### src/rtl/fes_pkg.sv
package fes_pkg;
    typedef enum logic [2:0] {
        S_IDLE    = 3'd0,
        S_CMD     = 3'd1,
        S_GAP     = 3'd2,
        S_POLL_OP = 3'd3,
        S_POLL_RD = 3'd4,
        S_WAIT    = 3'd5,
        S_NEXT    = 3'd6
    } fes_state_e;

    localparam logic [7:0] OPC_PAGE   = 8'h81;
    localparam logic [7:0] OPC_BLOCK  = 8'h50;
    localparam logic [7:0] OPC_STATUS = 8'hD7;
    localparam int         BLK_PAGES  = 8;
endpackage

### src/rtl/fes_tick.sv
module fes_tick #(
    parameter int DIV = 125000
) (
    input  logic clk,
    input  logic rst_n,
    input  logic clr,
    output logic tick
);
    localparam int CW = (DIV > 1) ? $clog2(DIV) : 1;

    logic [CW-1:0] cnt_d, cnt_q;

    always_comb begin
        tick  = (cnt_q == CW'(DIV - 1));
        cnt_d = (clr || tick) ? '0 : cnt_q + 1'b1;
    end

    always_ff @(posedge clk) begin
        if (!rst_n) cnt_q <= '0;
        else        cnt_q <= cnt_d;
    end
endmodule

### src/rtl/fes_cmd.sv
module fes_cmd
    import fes_pkg::*;
#(
    parameter int OFS_W      = 24,
    parameter int PAGE_SIZE  = 264,
    parameter int ADDR_SHIFT = 9
) (
    input  logic [OFS_W-1:0] page,
    input  logic [OFS_W-1:0] remain,
    input  logic [1:0]       idx,
    output logic             blk,
    output logic [7:0]       cmd_byte
);
    localparam int WW = OFS_W + ADDR_SHIFT;
    localparam logic [OFS_W-1:0] BLK_BYTES = OFS_W'(BLK_PAGES * PAGE_SIZE);

    logic [WW-1:0] dev_addr;

    always_comb begin
        dev_addr = {page, {ADDR_SHIFT{1'b0}}};
        blk      = (page[2:0] == 3'd0) && (remain >= BLK_BYTES);
        case (idx)
            2'd0:    cmd_byte = blk ? OPC_BLOCK : OPC_PAGE;
            2'd1:    cmd_byte = dev_addr[23:16];
            2'd2:    cmd_byte = dev_addr[15:8];
            default: cmd_byte = 8'h00;
        endcase
    end
endmodule

### src/rtl/flash_erase_seq.sv
module flash_erase_seq
    import fes_pkg::*;
#(
    parameter int OFS_W      = 24,
    parameter int PAGE_SIZE  = 264,
    parameter int ADDR_SHIFT = 9,
    parameter int CLK_KHZ    = 125000,
    parameter int POLL_MS    = 3,
    parameter int TIMEOUT_MS = 2000
) (
    input  logic             clk,
    input  logic             rst_n,
    input  logic             start,
    input  logic [OFS_W-1:0] start_ofs,
    input  logic [OFS_W-1:0] start_len,
    output logic             busy,
    output logic             done,
    output logic             err_align,
    output logic             err_timeout,
    output logic             spi_cs,
    output logic             tx_req,
    output logic [7:0]       tx_byte,
    input  logic             tx_ack,
    input  logic [7:0]       rx_byte
);
    localparam int MS_W = $clog2(TIMEOUT_MS + 1);
    localparam int PW   = $clog2(POLL_MS + 1);
    localparam logic [OFS_W-1:0] PAGE_V = OFS_W'(PAGE_SIZE);
    localparam logic [OFS_W-1:0] BLK_V  = OFS_W'(BLK_PAGES * PAGE_SIZE);
    localparam logic [MS_W-1:0]  TO_V   = MS_W'(TIMEOUT_MS);
    localparam logic [PW-1:0]    PL_V   = PW'(POLL_MS - 1);

    typedef struct packed {
        fes_state_e       state;
        logic [1:0]       idx;
        logic [OFS_W-1:0] page;
        logic [OFS_W-1:0] remain;
        logic [PW-1:0]    wait_ms;
        logic [MS_W-1:0]  elap;
        logic             done;
        logic             e_al;
        logic             e_to;
    } regs_t;

    regs_t d, q;

    logic       ms_tick;
    logic       blk;
    logic [7:0] cmd_byte;
    logic [OFS_W-1:0] step;
    logic       misal;
    logic       in_session;

    fes_tick #(.DIV(CLK_KHZ)) u_tick (
        .clk   (clk),
        .rst_n (rst_n),
        .clr   (q.state == S_IDLE),
        .tick  (ms_tick)
    );

    fes_cmd #(.OFS_W(OFS_W), .PAGE_SIZE(PAGE_SIZE), .ADDR_SHIFT(ADDR_SHIFT)) u_cmd (
        .page     (q.page),
        .remain   (q.remain),
        .idx      (q.idx),
        .blk      (blk),
        .cmd_byte (cmd_byte)
    );

    always_comb begin
        d      = q;
        d.done = 1'b0;
        misal  = ((start_ofs % PAGE_V) != '0) || ((start_len % PAGE_V) != '0);
        step   = blk ? BLK_V : PAGE_V;
        if (ms_tick && (q.elap != TO_V)) d.elap = q.elap + 1'b1;

        case (q.state)
            S_IDLE: begin
                if (start) begin
                    d.e_al = 1'b0;
                    d.e_to = 1'b0;
                    if (misal) begin
                        d.e_al = 1'b1;
                        d.done = 1'b1;
                    end else if (start_len == '0) begin
                        d.done = 1'b1;
                    end else begin
                        d.page   = start_ofs / PAGE_V;
                        d.remain = start_len;
                        d.idx    = '0;
                        d.state  = S_CMD;
                    end
                end
            end
            S_CMD: begin
                if (tx_ack) begin
                    if (q.idx == 2'd3) begin
                        d.state = S_GAP;
                        d.elap  = '0;
                    end else begin
                        d.idx = q.idx + 1'b1;
                    end
                end
            end
            S_GAP:     d.state = S_POLL_OP;
            S_POLL_OP: if (tx_ack) d.state = S_POLL_RD;
            S_POLL_RD: begin
                if (tx_ack) begin
                    if (rx_byte[7]) begin
                        d.state = S_NEXT;
                    end else if (q.elap >= TO_V) begin
                        d.e_to  = 1'b1;
                        d.done  = 1'b1;
                        d.state = S_IDLE;
                    end else begin
                        d.wait_ms = '0;
                        d.state   = S_WAIT;
                    end
                end
            end
            S_WAIT: begin
                if (ms_tick) begin
                    if (q.wait_ms >= PL_V) d.state = S_POLL_OP;
                    else                   d.wait_ms = q.wait_ms + 1'b1;
                end
            end
            S_NEXT: begin
                d.remain = q.remain - step;
                d.page   = q.page + (blk ? OFS_W'(BLK_PAGES) : OFS_W'(1));
                d.idx    = '0;
                if (q.remain == step) begin
                    d.done  = 1'b1;
                    d.state = S_IDLE;
                end else begin
                    d.state = S_CMD;
                end
            end
            default: d.state = S_IDLE;
        endcase
    end

    always_ff @(posedge clk) begin
        if (!rst_n) q <= '0;
        else        q <= d;
    end

    always_comb begin
        in_session  = (q.state == S_CMD) || (q.state == S_POLL_OP) || (q.state == S_POLL_RD);
        spi_cs      = in_session;
        tx_req      = in_session;
        tx_byte     = (q.state == S_CMD) ? cmd_byte :
                      (q.state == S_POLL_OP) ? OPC_STATUS : 8'h00;
        busy        = (q.state != S_IDLE);
        done        = q.done;
        err_align   = q.e_al;
        err_timeout = q.e_to;
    end
endmodule

### config.mk
export PLATFORM = sky130hd
export DESIGN_NAME = flash_erase_seq
export DESIGN_NICKNAME = d
export VERILOG_FILES = /design/src/rtl/fes_pkg.sv /design/src/rtl/fes_tick.sv /design/src/rtl/fes_cmd.sv /design/src/rtl/flash_erase_seq.sv
export SDC_FILE = /design/constraint.sdc
export NUM_CORES = 1
export LEC_CHECK = 0
export BUFFER_PORTS_ARGS = -buffer_cell sky130_fd_sc_hd__buf_4
export CAP_MARGIN = 20
export CORE_MARGIN = 3
export CORE_UTILIZATION = 50
export DETAILED_ROUTE_END_ITERATION = 10
export PLACE_DENSITY = 0.69
export SETUP_SLACK_MARGIN = 0.2
export SYNTH_ARGS = -nofsm -noshare
export SYNTH_HDL_FRONTEND = slang
export SYNTH_SLANG_ARGS = --single-unit
### constraint.sdc
create_clock -name clk -period 21.6 [get_ports clk]
set_input_delay 1.08 -clock clk [delete_from_list [all_inputs] [get_ports clk]]
set_output_delay 1.08 -clock clk [all_outputs]
set_load 0.005 [all_outputs]
Word-level counts from Yosys, hierarchy flattened
Index checks and enable logic that the tools add are counted.
{ "totals": {"regBits": 86, "out_inout_bits": 14, "elab_cells": 118} }
{ "classes": {"add_sub_neg": 6, "div_mod_pow": 3, "n_lt_le_gt_ge": 3, "n_eq_ne": 26, "mux": 45, "bitwise": 1, "n_reduce_logical": 24} }
{ "ops": {"columns": ["op", "count"], "rows": [
  ["53-bit 2-to-1 mux", 3],
  ["48-bit case mux with 2 select lines", 1],
  ["24-bit by 9-bit remainder unit with 24-bit output (second input constant)", 2],
  ["24-bit nonzero test", 2],
  ["11-bit 2-to-1 mux", 4],
  ["2-bit != test (second input constant)", 14],
  ["24-bit by 4-bit adder with 24-bit output", 1],
  ["24-bit by 9-bit divider with 24-bit output (second input constant)", 1],
  ["24-bit by 12-bit equality test with 1-bit output", 1],
  ["24-bit by 12-bit >= comparator with 1-bit output (second input constant)", 1],
  ["24-bit logical NOT", 1],
  ["3-bit 2-to-1 mux", 8],
  ["8-bit 2-to-1 mux", 3],
  ["8-bit case mux with 3 select lines", 1],
  ["24-bit by 12-bit subtractor with 24-bit output", 1],
  ["3-bit case mux with 7 select lines", 1],
  ["17-bit by 1-bit adder with 17-bit output (second input constant)", 1],
  ["17-bit equality test (second input constant)", 1],
  ["12-bit 2-to-1 mux", 1],
  ["2-bit 2-to-1 mux", 6],
  ["6-bit AND reduction", 2],
  ["11-bit by 1-bit adder with 11-bit output (second input constant)", 1],
  ["11-bit >= comparator (second input constant)", 1],
  ["1-bit 2-to-1 mux", 11],
  ["other kinds (26)", 39]
]} }

Logic depth before layout (Yosys ltp)
{ "depth": {"depth_word": 6, "ltp_mapped": 41, "depth_no_buf": 35} }

By module
From an unflattened synthesis, not the netlist that was laid out.
{ "unflattened": {"cells_unflattened": 1696, "hier_area_um2": 11831.3} }
{ "by_module_without_submodules": {"columns": ["mod", "instances", "cells_per_inst", "area_per_inst_um2", "seq_area_each_um2"], "rows": [
  ["flash_erase_seq", 1, 1580, 10821.6, 1381.3],
  ["fes_tick", 1, 89, 809.5, 340.3],
  ["fes_cmd", 1, 27, 200.2, 0.0]
]} }

Worst setup path before layout
No wires, ideal clock.
{ "synth_path": {"path_type": "input to register", "from": "input start_ofs[21]", "to": "register q[19] (netlist name)", "arrival_time_ps": 10816, "required_ps": 21485, "slack_ps": 10670, "cell_stages": 37, "n_path_buf": 2, "path_cell_list": "or3_1 a2111oi_2 or4b_4 a21oi_2 xnor2_1 clkbuf_1 nand2_1 o221a_2 and3_1 nand3_2 a21oi_2 o41a_1 o32ai_1 o21ai_0 a21o_1 a21oi_1 o21ai_0 a221o_1 or2_2 o21bai_1 nor3b_1 mux2_2 a21oi_1 o31ai_1 a21boi_0 o31ai_1 or3_4 a21oi_2 mux2_4 o31ai_1 a22oi_1 or4_4 a2111oi_4 buf_6 mux2i_1 nor2_1 o21a_1"} }
{ "synth_via": {"elab_chain_cells": 5} }
{ "synth_lines": {"columns": ["item", "line", "source"], "rows": [
  ["start: declaration", "flash_erase_seq.sv:14", "input logic [OFS_W-1:0] start_ofs,"],
  ["24-bit by 9-bit remainder unit with 24-bit output", "flash_erase_seq.sv:72", "misal = ((start_ofs % PAGE_V) != '0) || ((start_len % PAGE_V) != '0);"],
  ["24-bit nonzero test", "flash_erase_seq.sv:72", null],
  ["1-bit logical OR", "flash_erase_seq.sv:72", null],
  ["2-bit != test (no source line)", null, null],
  ["4-bit AND reduction (no source line)", null, null],
  ["end signal: assignment", "flash_erase_seq.sv:142", "if (!rst_n) q <= '0;"],
  ["end signal: assignment", "flash_erase_seq.sv:143", "else q <= d;"],
  ["end: declaration", "flash_erase_seq.sv:45", "regs_t d, q;"]
]} }
Every way passes these cells.
A chain may end at the register's enable or synchronous reset.

Final worst setup path
{ "layout_path": {"from": "input start_len[17]", "to": "register q[49] (netlist name)"} }
{ "layout_via": {"elab_chain_cells": 5, "elab_cells_between_ends": 7, "cone_classes": "1 x div; 2 x eq/ne; 4 x reduce/logical"} }
{ "layout_lines": {"columns": ["item", "line", "source"], "rows": [
  ["start: declaration", "flash_erase_seq.sv:15", "input logic [OFS_W-1:0] start_len,"],
  ["24-bit by 9-bit remainder unit with 24-bit output", "flash_erase_seq.sv:72", null],
  ["24-bit nonzero test", "flash_erase_seq.sv:72", null],
  ["1-bit logical OR", "flash_erase_seq.sv:72", null],
  ["2-bit != test (no source line)", null, null],
  ["4-bit AND reduction (no source line) *", null, null]
]} }
Every way passes the cells marked *; elsewhere a longest branch is shown, timed or not.

==> qor.csv <==
metric;value;unit
outcome;complete, no violations;
antenna_cells;0;
first_pass_iters;5;
clkTransAtPathRegs;60;ps
power.density;95.8;mW/mm^2
routedWlPerCell;16.7;microns
final_common_cell;nor2_1;
synth_area_per_cell;7.10;sq um
cts_tree;built;
synth_nets;1709;
hpwl;24.4;mm
grt_max_degree;55;
wirelength;32.1;mm
arrival;12890;ps
cp_slowest_cell;a32oi_1;
report.final.slew_viol_count;0;
grt_first_pass_wirelength;53.4;mm
cts_sinks;77;
dieArea;0.0251;sq mm
start_kind;input pin;
yosysWarnings;0;
root_buffer;clkbuf_16;
yosysSeqAreaShare;13.3;%
cts.hold.buffers_added;0;
synth_edf_count;0;
grtUsageTotal;24.7;%
worstSetupPathType;in2reg;
hold_viol;0;
fin_util;54.7;%
vias;12800;
drc;0;
syn_area;0.0116;sq mm
p_leak;0.00448;uW
ir_drop;0.0000549;V
max_stage_delay;570;ps
cts_buffers;9;
ant_nets;0;
path_max_fanout;54;
via_per_inst;6.62;
synth_cell_types;126;
cp-end-kind;flip-flop;
most-common-layout-cells;183 x nor2_1, 130 x nand2_1, 87 x a21oi_1;
power;1190;uW
syn_inst;1633;
core;0.0227;sq mm
layout-drive-gt1-share;12.0;%
die_height;158;microns
worst_slew_pin_slew;888;ps
die_w;158;microns
fin_crit_sh;58.3;%
htreeDepth;3;
setup_ws;9010;ps
rsz0062_at_grt;no;
ioPinCount;74;
grt_pass1_vias;11300;
post-cts-setup-buffers;0;
period_needed;12590;ps
setup_viol;0;
required;21900;ps
port_buffers;66;
pre_cts_ws;8840;ps
min_path_type;reg2reg;
ys.flop_type;dfxtp_1;
areaGrowthSynthToFinish;7.03;%
rows;55;
cts_resized;0;
maxCapViolCount;0;
crit_top_cell;buf_4;
slew_headroom;40.3;%
fin_skew;9.25;ps
start_util;51.1;%
finalInstanceArea;0.0124;sq mm
timing.setup.tns;0;ps
final_nets;1714;
cts_buffer_depth;2;
synthArstFlopShare;0;%
fmax;79.4;MHz
gp_congestion;0.939;
dpl_cell_area;0.0122;sq mm
synth-seq-cells;77;
grt_overflow;0;
drtIter0Drc;947;
antenna_found_initial;0;
clk_latency;350;ps
## layer usage
metal | share of wire (%) | GRT usage, % | vias up
li1 | - | - | 6322
met1 | 46 | 33.6 | 5992
met2 | 47 | 41.6 | 391
met3 | 5.5 | 3.78 | 47
met4 | 1.4 | 5.12 | 0
met5 | 0 | 0 | -
## worst paths after layout
kind	start	to	slack, ps	cells after the start
max	start_len[17]	q[49]$_SDFFE_PN0P_	9010	36
max reg2reg	q[35]$_SDFFE_PN0P_	q[37]$_SDFFE_PN0P_	17190	17
min	q[16]$_SDFFE_PN0P_	q[16]$_SDFFE_PN0P_	440	2
min reg2reg	q[16]$_SDFFE_PN0P_	q[16]$_SDFFE_PN0P_	440	2
## worst max-delay path: cells and delay by family
family | cells | cell delay, ps
compound gates | 18 | 5490
xor+xnor | 1 | 230
buf+inv | 3 | 910
mux | 3 | 1470
simple gates | 11 | 3660
## state kept, by name, indices dropped and copies added, names as in the netlist
signal / count
err_align: 1
err_timeout: 1
done: 1
q: 57
u_tick.cnt_q: 17
## stage by stage
| stage | cells | hold WS (ps) |
|---|---|---|
| global route | 1927 | 449 |
| floorplan | 1633 | 408 |
| detailed placement | 1912 | 424 |
| finish | 1927 | 438 |
| CTS | 1927 | 436 |
| global placement | 1912 | 416 |
## area by class of cell
class | instances | area (sq um)
Tap cell | 285 | 357
Fill cell | 2227 | 10300
Timing Repair Buffer | 69 | 518
Inverter | 58 | 218
Clock buffer | 10 | 239
Multi-Input combinational cell | 1423 | 9520
Sequential cell | 77 | 1540
Clock inverter | 5 | 27.5
## Yosys cell counts (all sizes together) (17+ instances only)
| cell type | n | area share (%) |
|---|---|---|
| nor2 | 184 | 6.0 |
| nand2 | 130 | 4.2 |
| o21ai | 108 | 4.7 |
| a21oi | 92 | 4.2 |
| dfxtp | 77 | 13 |
| nand3 | 67 | 3.0 |
| nor3 | 64 | 3.2 |
| inv | 56 | 1.8 |
| clkbuf | 49 | 1.6 |
| mux2i | 35 | 3.1 |
| or3 | 35 | 2.0 |
| a211oi | 32 | 2.3 |
| nor4 | 32 | 1.9 |
| o21a | 32 | 2.1 |
| nand2b | 30 | 1.6 |
| and2 | 26 | 1.4 |
| buf | 26 | 1.2 |
| or2 | 26 | 1.4 |
| xor2 | 26 | 2.0 |
| o31a | 25 | 1.9 |
| xnor2 | 25 | 2.0 |
| a31oi | 23 | 1.3 |
| o31ai | 21 | 1.6 |
| a21o | 19 | 1.2 |
| nand4 | 19 | 1.1 |
| a211o | 17 | 1.3 |
| nor2b | 17 | 0.92 |
## power by group
| group | internal, uW | switching, uW |
|---|---|---|
| Sequential | 142 | 0.115 |
| Combinational | 344 | 562 |
| Clock | 79.4 | 61.3 |
| Total | 566 | 623 |
## kinds of logic (layout without fill, tap and decap cells)
logic type | after synthesis | in the layout | synth area share, %
AOI/OAI and AO/OA | 590 | 590 | 38.9
xor gates and xnor gates | 51 | 51 | 3.98
adders and majority gates | 17 | 17 | 1.81
buffers and inverters | 133 | 142 | 4.70
DFF | 77 | 77 | 13.3
muxes | 49 | 49 | 4.44
and+or+nand+nor | 716 | 716 | 32.9
No activity file was read; power rests on OpenSTA's default activity.
